--- src/rtl/sci_gen_pkg.sv ---
package sci_gen_pkg;
    localparam int REG_W   = 16;
    localparam int BIT_TMR = 0;
    localparam int BIT_GLK = 5;
    localparam int BIT_PWR = 8;
    localparam int BIT_RTC = 10;

    localparam logic [REG_W-1:0] SCI_MASK =
        (REG_W'(1) << BIT_TMR) | (REG_W'(1) << BIT_GLK) |
        (REG_W'(1) << BIT_PWR) | (REG_W'(1) << BIT_RTC);

    typedef struct packed {
        logic [REG_W-1:0] sts;
        logic [REG_W-1:0] en;
        logic             sci;
    } evt_state_t;
endpackage

--- src/rtl/sci_pm_timer.sv ---
module sci_pm_timer #(
    parameter int TMR_W = 24
) (
    input  logic             clk,
    input  logic             rst_n,
    output logic [TMR_W-1:0] cnt,
    output logic             msb_flip
);
    logic [TMR_W-1:0] cnt_d, cnt_q;

    always_comb begin
        cnt_d = cnt_q + TMR_W'(1);
    end

    always_ff @(posedge clk) begin
        if (!rst_n) cnt_q <= '0;
        else        cnt_q <= cnt_d;
    end

    assign cnt      = cnt_q;
    // lower bits all ones: the next increment carries into the MSB
    assign msb_flip = &cnt_q[TMR_W-2:0];

    AST_TMR_STEP: assert property (@(posedge clk) disable iff (!rst_n)
        rst_n && $past(rst_n) |-> cnt_q == TMR_W'($past(cnt_q) + TMR_W'(1)));
endmodule

--- src/rtl/sci_evt_regs.sv ---
module sci_evt_regs
    import sci_gen_pkg::*;
(
    input  logic             clk,
    input  logic             rst_n,
    input  logic             wr,
    input  logic             sel,
    input  logic [REG_W-1:0] wdata,
    input  logic [REG_W-1:0] evt,
    output logic [REG_W-1:0] sts,
    output logic [REG_W-1:0] en,
    output logic             sci
);
    evt_state_t       st_d, st_q;
    logic [REG_W-1:0] clr;
    logic [REG_W-1:0] sts_nxt;

    assign clr = (wr && !sel) ? wdata : '0;

    // one status cell per bit; only event-backed positions hold state
    for (genvar i = 0; i < REG_W; i++) begin : g_sts
        if (SCI_MASK[i]) begin : g_live
            assign sts_nxt[i] = (st_q.sts[i] & ~clr[i]) | evt[i];
        end else begin : g_tied
            assign sts_nxt[i] = 1'b0;
        end
    end

    always_comb begin
        st_d     = st_q;
        st_d.sts = sts_nxt;
        if (wr && sel) st_d.en = wdata;
        st_d.sci = |(st_d.sts & st_d.en & SCI_MASK);
    end

    always_ff @(posedge clk) begin
        if (!rst_n) st_q <= '0;
        else        st_q <= st_d;
    end

    assign sts = st_q.sts;
    assign en  = st_q.en;
    assign sci = st_q.sci;

    AST_EVT_WINS: assert property (@(posedge clk) disable iff (!rst_n)
        evt[BIT_PWR] |=> st_q.sts[BIT_PWR]);
    AST_W1C: assert property (@(posedge clk) disable iff (!rst_n)
        (wr && !sel && wdata[BIT_GLK] && !evt[BIT_GLK]) |=> !st_q.sts[BIT_GLK]);
    AST_EN_LOAD: assert property (@(posedge clk) disable iff (!rst_n)
        (wr && sel) |=> st_q.en == $past(wdata));
    AST_RSV_ZERO: assert property (@(posedge clk) disable iff (!rst_n)
        (st_q.sts & ~SCI_MASK) == '0);
endmodule

--- src/rtl/sci_gen.sv ---
module sci_gen
    import sci_gen_pkg::*;
#(
    parameter int TMR_W = 24
) (
    input  logic             clk,
    input  logic             rst_n,
    input  logic             reg_wr,
    input  logic             reg_sel,
    input  logic [15:0]      reg_wdata,
    input  logic             reg_rsel,
    output logic [15:0]      reg_rdata,
    input  logic             ev_glock,
    input  logic             ev_pwrbtn,
    input  logic             ev_rtc,
    output logic [TMR_W-1:0] tmr_count,
    output logic             tmr_armed,
    output logic             sci
);
    logic             tmr_flip;
    logic [REG_W-1:0] evt_vec;
    logic [REG_W-1:0] sts, en;

    sci_pm_timer #(.TMR_W(TMR_W)) u_tmr (
        .clk      (clk),
        .rst_n    (rst_n),
        .cnt      (tmr_count),
        .msb_flip (tmr_flip)
    );

    always_comb begin
        evt_vec          = '0;
        evt_vec[BIT_TMR] = tmr_flip;
        evt_vec[BIT_GLK] = ev_glock;
        evt_vec[BIT_PWR] = ev_pwrbtn;
        evt_vec[BIT_RTC] = ev_rtc;
    end

    sci_evt_regs u_regs (
        .clk   (clk),
        .rst_n (rst_n),
        .wr    (reg_wr),
        .sel   (reg_sel),
        .wdata (reg_wdata),
        .evt   (evt_vec),
        .sts   (sts),
        .en    (en),
        .sci   (sci)
    );

    assign reg_rdata = reg_rsel ? en : sts;
    assign tmr_armed = en[BIT_TMR] & ~sts[BIT_TMR];

    AST_TMR_STS: assert property (@(posedge clk) disable iff (!rst_n)
        tmr_flip |=> sts[BIT_TMR]);
    AST_SCI_QUIET: assert property (@(posedge clk) disable iff (!rst_n)
        ((en & SCI_MASK) == '0) |-> !sci);
    AST_NO_ARM_PEND: assert property (@(posedge clk) disable iff (!rst_n)
        tmr_flip |=> !tmr_armed);
endmodule

--- config.mk ---
export PLATFORM = sky130hd
export DESIGN_NAME = sci_gen
export DESIGN_NICKNAME = d
export VERILOG_FILES = /design/src/rtl/sci_gen_pkg.sv /design/src/rtl/sci_pm_timer.sv /design/src/rtl/sci_evt_regs.sv /design/src/rtl/sci_gen.sv
export SDC_FILE = /design/constraint.sdc
export NUM_CORES = 1
export LEC_CHECK = 0
export ABC_AREA = 1
export BUFFER_PORTS_ARGS = -buffer_cell sky130_fd_sc_hd__buf_4
export CORE_ASPECT_RATIO = 0.5
export CORE_UTILIZATION = 33
export DETAILED_ROUTE_END_ITERATION = 12
export GPL_ROUTABILITY_DRIVEN = 0
export SYNTH_ARGS = -nofsm -noshare
export SYNTH_HDL_FRONTEND = slang
export SYNTH_SLANG_ARGS = --single-unit
--- constraint.sdc ---
create_clock -name clk -period 2.2 [get_ports clk]
set_clock_uncertainty 0.1 [all_clocks]
set_input_delay 0 -clock clk [delete_from_list [all_inputs] [get_ports clk]]
set_output_delay 0 -clock clk [all_outputs]
set_load 0.1 [all_outputs]
# ---- Yosys cells after proc, flatten, opt, wreduce, memory -nomap -nowiden
# Cells that the tools add are included.
# W data, S select, Z words.
dict set report totals {
  output_inout_bits 42
  elab_cells 29
  in_bits 24
  register_bits 57
}
dict set report classes {
  n_bitwise 15
  n_mux 3
  addsub 1
  n_reduce_logical 5
}
# operator n
set op_table {}
lappend op_table {{$mux W16} 2}
lappend op_table {{$add A24 B1 Y24 const B} 1}
lappend op_table {{$reduce_and A23 Y1} 1}
lappend op_table {{$and A11 B11 Y11} 1}
lappend op_table {{$mux W11} 1}
lappend op_table {{$and A1 B1 Y1} 5}
lappend op_table {{$not A1 Y1} 5}
lappend op_table {{$or A1 B1 Y1} 4}
lappend op_table {{$reduce_or A4 Y1} 1}
lappend op_table {{$logic_and A1 B1 Y1} 2}
lappend op_table {{$logic_not A1 Y1} 1}

# ---- Logic depth before layout (Yosys ltp)
# Gate-level depths: netlist of run 1.
dict set report logic_depth {
  ltp_word 8
  depth_mapped 9
  ltp_nobuf 9
}

# ---- Modules after synthesis
# Synthesis of run 1 repeated with hierarchy kept, for this count alone.
dict set report hier_totals {
  cells_unflattened 357
  area_unflattened_um2 2361.0
}
# module instances seq_area_each_um2 cells_each area_each_um2
set by_module_without_submodules {}
lappend by_module_without_submodules {sci_pm_timer 1 480.5 180 1213.7}
lappend by_module_without_submodules {sci_evt_regs 1 420.4 122 892.1}
lappend by_module_without_submodules {sci_gen 1 0.0 55 255.2}

# ---- Worst setup path before layout of run 1
# OpenSTA, ideal clock, no wires.
dict set report synth_path {
  path_kind {reg2reg}
  startpoint {reg u_tmr.cnt_q[0], in the netlist u_tmr.cnt[0]}
  endpoint {reg u_tmr.cnt_q[20], in the netlist u_tmr.cnt[20]}
  setup_slack_ps -21
  setup_ps 119
  path_stages_with_launch 9
  n_path_buf 0
  arrival_time_ps 2002
  path_cell_list {dfxtp_1 -> ha_1 -> nand2_1 -> nor2_4 -> nand2_2 -> nor2_4 -> nand3_1 -> nand2_1 -> nor2_1}
}
dict set report synth_via {
  elab_chain_cells 1
}
# element line_no
set synth_rtl {}
lappend synth_rtl {{start, declared} sci_pm_timer.sv:9} ;# logic [TMR_W-1:0] cnt_d, cnt_q;
lappend synth_rtl {{start signal, assigned} sci_pm_timer.sv:17} ;# else cnt_q <= cnt_d;
lappend synth_rtl {{$add A24 B1 Y24} sci_pm_timer.sv:12} ;# cnt_d = cnt_q + TMR_W'(1);
# Every way passes these cells.
# A chain may end at the register's enable or synchronous reset.

# ---- Final worst setup path of run 1
dict set report layout_path {
  startpoint {in rst_n}
  endpoint {reg u_regs.st_q (netlist bit u_regs.sts[10])}
}
# element line_no
set layout_lines {}
lappend layout_lines {{start, declared} sci_gen.sv:7} ;# input logic rst_n,
lappend layout_lines {{end signal, assigned} sci_evt_regs.sv:38} ;# else st_q <= st_d;
lappend layout_lines {{end, declared} sci_evt_regs.sv:14} ;# evt_state_t st_d, st_q;
# No word-level cell between the ends.

==> results.json, run 1 <==
{
  "die_height_um": 58.8,
  "ys_ff_latch": 45,
  "cp.required_ps": 2320,
  "syn_to_final_growth_pct": 44.7,
  "num_rows": 20,
  "slew_headroom_pct": 59.1,
  "hold_viol_final": 0,
  "rsz0062_at_grt": "false",
  "vias": 2219,
  "dr.pass1.iters": 4,
  "crit_family": "buffers and inverters",
  "min_to": "u_regs.sts[0]$_SDFF_PN0_",
  "avgSynthCellArea_sq_um": 6.53,
  "setup_violations": 0,
  "p_comb_share_pct": 19.4,
  "cp_slowest_cell": "dlygate4sd3_1",
  "r2r_slack_ps": 740,
  "worstSetupStartpointType": "input pin",
  "finalCritPeriodShare_pct": 80.3,
  "root_buffer": "clkbuf_16",
  "clock_sink_count": 45,
  "clock_latency_ps": 290,
  "final_cell_mix": "nand2_1, nor2_1, buf_4",
  "wl_per_cell_um": 10.9,
  "io_pins": 66,
  "synth_fp_nets": 351,
  "htreeDepth": 2,
  "seqPwrFrac_pct": 43.7,
  "fin_ws_ps": 433,
  "netSwitchingFraction_pct": 30.0,
  "vias_per_cell": 4.41,
  "grt_use_met2_pct": 29.9,
  "cts_tree": "built",
  "fillers": 657,
  "slowest_delay_ps": 590,
  "yosysTopAreaCell": "dfxtp_1",
  "cp-end-kind": "flip-flop",
  "fin_setup_tns_ps": 0,
  "cp_cell_sequence": "dlygate4sd3_1 -> buf_4 -> clkinv_1 -> buf_4 -> a21oi_1 -> dlygate4sd3_1",
  "drtIter0Drc": 114,
  "antenna_found_initial": 0,
  "drive_gt1_share_pct": 20.0,
  "switchingPower_w": 0.000593,
  "worstHoldStart": "reg_sel",
  "core_area_sq_um": 6160,
  "drv_cap": 0,
  "power_density_nw_per_um2": 641,
  "antenna_cells": 0,
  "synth_seq_area_share_pct": 42.3,
  "rr_endpoint": "u_tmr.cnt[19]$_SDFF_PN0_",
  "min_period_ps": 1770,
  "first_global_vias": 2089,
  "hold_depth": 5,
  "p_int_w": 0.00138,
  "place_hpwl_um": 3830,
  "clk_pin_slew_worst_paths_ps": 60,
  "drc_errors": 0,
  "met1_usage_pct": 20.7,
  "postRouteAntennaNets": 0,
  "cts_hold_buffers": 24,
  "top_usage_layer": "met2",
  "clkPwrFrac_pct": 36.9,
  "worstSetupPathType": "in2reg",
  "grt_first_pass_wirelength_um": 9050,
  "worst_pin_slew_ps": 613,
  "die_w_um": 116,
  "irDropWorstVdd_v": 0.000336,
  "place_ws_ps": 745,
  "worstHoldPathType": "in2reg",
  "reg2reg_from": "u_tmr.cnt[2]$_SDFF_PN0_",
  "grt_max_degree": 30,
  "routed_wl_um": 5480,
  "crit_fanout": 29,
  "port_buffers": 65,
  "die_area_sq_um": 6790,
  "synth_warnings": 0,
  "clock.fmax_mhz": 566,
  "p_leak_nw": 1.49,
  "grt-ovfl-total": 0,
  "worstPathArrival_ps": 1890,
  "path_buf_inv": 5,
  "cts_made_buffers": 5,
  "netlist_instances": 326,
  "postCtsSetupBuffers": 0,
  "start_util_pct": 34.6,
  "worstRegToRegCells": 7,
  "synth_top_area_share_pct": 42.3,
  "use_met3_pct": 4.02,
  "ys_types": 23,
  "slew_viol_final": 0,
  "layout_commonest_cell": "nand2_1",
  "synth.cell_area_sq_um": 2130,
  "clock_path_buffers": 2,
  "fin_nets": 439,
  "ctsResizeCount": 0,
  "synthTopCellsByArea": "dfxtp_1, nand2_1, nor2_1, inv_1, o21ai_0",
  "status": "finished, final reports clean",
  "track_usage_pct": 17.2
}
==> layer usage <==
metal,part of all wire [%],routed length (um)
met1,47,2550
met2,48,2600
met3,4.2,229
met4,1.6,88
met5,0,0
==> cell usage after synthesis <==
cell type / count
clkinv_1: 1
a21oi_1: 17
buf_2: 2
nor2_1: 72
a211oi_1: 1
ha_1: 1
inv_1: 49
nor2_4: 4
o21a_1: 3
nand4_1: 2
o21ai_0: 19
nor2_2: 1
xnor2_1: 1
clkbuf_1: 6
o21bai_1: 1
nand2_2: 2
a31oi_1: 1
nand2_1: 74
buf_4: 1
xor2_1: 4
dfxtp_1: 45
nor3_1: 2
nand3_1: 17
==> power groups by stage <==
stage | logic (W) | registers (W) | clock network, W
detailed placement | 0.000347 | 0.000880 | 0
finish | 0.000383 | 0.000862 | 0.000729
global route | 0.000409 | 0.000865 | 0.000791
CTS | 0.000383 | 0.000862 | 0.000753
floorplan | 0.000213 | 0.000924 | 0
global placement | 0.000346 | 0.000878 | 0
==> stage by stage <==
step | total power [W] | hold slack (ps) | utilization (%) | cell area [sq um] | instances
6_report | 0.00197 | 64.3 | 50.0 | 3080 | 503
5_1_grt | 0.00206 | 101 | 50.0 | 3080 | 503
4_1_cts | 0.00200 | 64.4 | 50.0 | 3080 | 503
3_5_place_dp | 0.00123 | 163 | 43.8 | 2700 | 471
3_3_place_gp | 0.00122 | 151 | 43.8 | 2700 | 471
2_1_floorplan | 0.00114 | 54.4 | - | 2130 | 326
==> final cells by class <==
| type | instances | area (sq um) | area share [%] |
|---|---|---|---|
| multi-input combinational | 222 | 1000 | 32.5 |
| sequential | 45 | 903 | 29.3 |
| timing repair buffer | 90 | 736 | 23.9 |
| inverter | 50 | 188 | 6.10 |
| clock buffer | 5 | 125 | 4.06 |
| tap | 88 | 110 | 3.58 |
| clock inverter | 3 | 17.5 | 0.569 |
==> worst reg2reg max path: stages, from the launching register on <==
cell     delay, ps
dfxtp_1        390
nand3_1        140
nor2_1         250
nand3_1        160
nor2_1         150
nand2_1         70
nand2_1         60
nor2_1          40
==> worst max-delay path by stage <==
stage                                             to                    start  slack [ps]  cells after the start
final                      u_regs.sts[10]$_SDFF_PN0_                    rst_n         430                      6
after global placement      u_tmr.cnt[22]$_SDFF_PN0_  u_tmr.cnt[0]$_SDFF_PN0_         770                      8
after global routing      u_regs.en[12]$_SDFFE_PN0P_                   reg_wr         360                      6
after floorplan             u_tmr.cnt[20]$_SDFF_PN0_  u_tmr.cnt[2]$_SDFF_PN0_         140                      7
after detailed placement       u_regs.sci$_SDFF_PN0_  u_tmr.cnt[0]$_SDFF_PN0_         740                      9
after CTS                  u_regs.en[2]$_SDFFE_PN0P_                   reg_wr         520                      6
==> logic make-up after synthesis <==
| group | Yosys count | share of synthesized area, % |
|---|---|---|
| DFF | 45 | 42.3 |
| adders and majority gates | 1 | 0.588 |
| and+or+nand+nor | 174 | 33.8 |
| xor gates and xnor gates | 5 | 2.06 |
| buffers and inverters | 59 | 10.7 |
| AOI/OAI and AO/OA | 42 | 10.5 |
==> state kept, by name, summed over array words and instances (netlist names) <==
register	flops
u_tmr.cnt	24
u_regs.en	16
u_regs.sts	4
u_regs.sci	1
Note: power is estimated with default switching activity, not from simulation.
==> run 2: changes to the inputs <==
==> constraint.sdc (replaced) <==
create_clock -name clk -period 1.43 [get_ports clk]
set_clock_uncertainty 0.1 [all_clocks]
set_input_delay 0 -clock clk [delete_from_list [all_inputs] [get_ports clk]]
set_output_delay 0 -clock clk [all_outputs]
set_load 0.1 [all_outputs]
==> results.json, run 2 (synthesized netlist as in run 1, its figures left out) <==
{
  "drc_errors": 0,
  "hold_viol_final": 0,
  "grt_max_degree": 21,
  "start_util_pct": 34.6,
  "irDropWorstVdd_v": 0.000423,
  "use_met3_pct": 4.02,
  "utilization_pct": 54.1,
  "fin_nets": 445,
  "grt-ovfl-total": 0,
  "die_w_um": 116,
  "path_buf_inv": 0,
  "drive_gt1_share_pct": 32.5,
  "htreeDepth": 2,
  "largest_register_ffs": 24,
  "port_buffers": 65,
  "cts_made_buffers": 5,
  "cp_cell_sequence": "ha_4 -> nand2_4 -> nor2_4 -> nand3_2 -> o21bai_1 -> nand2_1 -> nor2_1",
  "dr.pass1.iters": 4,
  "cp-end-kind": "flip-flop",
  "status": "finished, final reports clean",
  "setup_violations": 0,
  "place_hpwl_um": 4070,
  "clock.fmax_mhz": 717,
  "worstPathArrival_ps": 1510,
  "stdcell_count": 509,
  "die_height_um": 58.8,
  "vias_per_cell": 4.48,
  "rsz0062_at_grt": "true",
  "worstSetupStartpointType": "flip-flop",
  "placedCellCount": 474,
  "num_rows": 20,
  "wl_per_cell_um": 11.6,
  "clock_latency_ps": 290,
  "min_period_ps": 1390,
  "fillers": 623,
  "drtIter0Drc": 133,
  "cp.required_ps": 1540,
  "slowest_delay_ps": 380,
  "clock_sink_count": 45,
  "crit_fanout": 5,
  "clk_pin_slew_worst_paths_ps": 70,
  "finalCritPeriodShare_pct": 97.5,
  "cts_tree": "built",
  "track_usage_pct": 18.1,
  "drv_cap": 0,
  "postRouteAntennaNets": 0,
  "top_usage_layer": "met2",
  "cp_slowest_cell": "dfxtp_4",
  "grt_first_pass_wirelength_um": 9420,
  "antenna_cells": 0,
  "clock_path_buffers": 2,
  "antenna_found_initial": 0,
  "grt_use_met2_pct": 32.3,
  "crit_family": "simple AND/OR/NAND/NOR gates",
  "layout_commonest_cell": "buf_4",
  "root_buffer": "clkbuf_16",
  "io_pins": 66,
  "syn_to_final_growth_pct": 56.4,
  "first_global_vias": 2117,
  "die_area_sq_um": 6790,
  "p_leak_nw": 1.59,
  "final_cell_mix": "buf_4, nand2_1, nor2_1",
  "core_area_sq_um": 6160,
  "met1_usage_pct": 22.2,
  "worstSetupPathType": "reg2reg",
  "routed_wl_um": 5900,
  "power_density_nw_per_um2": 916,
  "worstHoldPathType": "in2reg",
  "worst_pin_slew_ps": 583,
  "slew_headroom_pct": 61.0,
  "slew_viol_final": 0,
  "vias": 2282
}
[run 2: cell types whose count changed in the layout (fill, tap and decap cells not counted), moves of 3 or more]
cell	change
buf_4	+5
nor2_1	-9
nor2_2	+8
nand2_1	-7
nand2_2	+4
nand3_1	-6
nand2_4	+3
nand3_2	+6
dfxtp_4	+23
dfxtp_1	-21
[run 2: repair_timing]
item / in CTS / in global routing
hold endpoints to repair: 35 / 1
buffers inserted: 0 / 2
hold buffers: 26 / 1
gates resized for setup: 0 / 14
setup endpoints to repair: 0 / 26
[run 2: area by class of cell]
cell class	instances	area, sq um	area share (%)
repair buffers	96	783	23.5
clock inverters	3	20.0	0.602
clock buffers	5	125	3.76
flip-flops and latches	45	987	29.7
inverters	50	188	5.64
well taps	88	110	3.31
multi-input cells	222	1110	33.5
[run 2: where the power goes]
part | switching [W] | leakage, nW | internal (W)
combinational | 0.000417 | 1.13 | 0.000199
clock | 0.000493 | 0.0745 | 0.000651
sequential | 0.0000281 | 0.386 | 0.00126
total | 0.000938 | 1.59 | 0.00211
[run 2: final timing paths]
check	from	endpoint	slack, ps	depth (start not counted)
worst max-delay path	u_tmr.cnt[0]$_SDFF_PN0_	u_tmr.cnt[18]$_SDFF_PN0_	40	7
worst min-delay path	rst_n	u_regs.sci$_SDFF_PN0_	50	4
worst max register to register	u_tmr.cnt[0]$_SDFF_PN0_	u_tmr.cnt[18]$_SDFF_PN0_	40	7
worst min register to register	u_tmr.cnt[10]$_SDFF_PN0_	u_tmr.cnt[10]$_SDFF_PN0_	360	1
[run 2: metal layers]
| metal | up-vias | share of wire, % | wire length, um |
|---|---|---|---|
| met1 | 1061 | 48 | 2840 |
| met4 | 0 | 0.68 | 40 |
| li1 | 1186 | - | - |
| met5 | - | 0 | 0 |
| met2 | 31 | 49 | 2870 |
| met3 | 4 | 2.5 | 145 |
[run 2: stage by stage]
stage / power (W) / hold slack (ps) / instance area, sq um / setup slack, ps / setup TNS, ps
after floorplan: 0.00172 / 54.4 / 2280 / -495 / -2630
after global placement: 0.00186 / 149 / 2870 / 90.4 / 0
after detailed placement: 0.00187 / 163 / 2870 / 49.9 / 0
after CTS: 0.00309 / 67.4 / 3280 / 10.2 / 0
after global routing: 0.00318 / 86.8 / 3330 / -51.8 / -178
final: 0.00305 / 51.7 / 3330 / 35.9 / 0
[run 2: worst register-to-register path, cell delays in order, from the launching register on]
cell and delay [ps]:
dfxtp_4 380, ha_4 150, nand2_4 60, nor2_4 150, nand3_2 150, o21bai_1 160, nand2_1 80, nor2_1 90
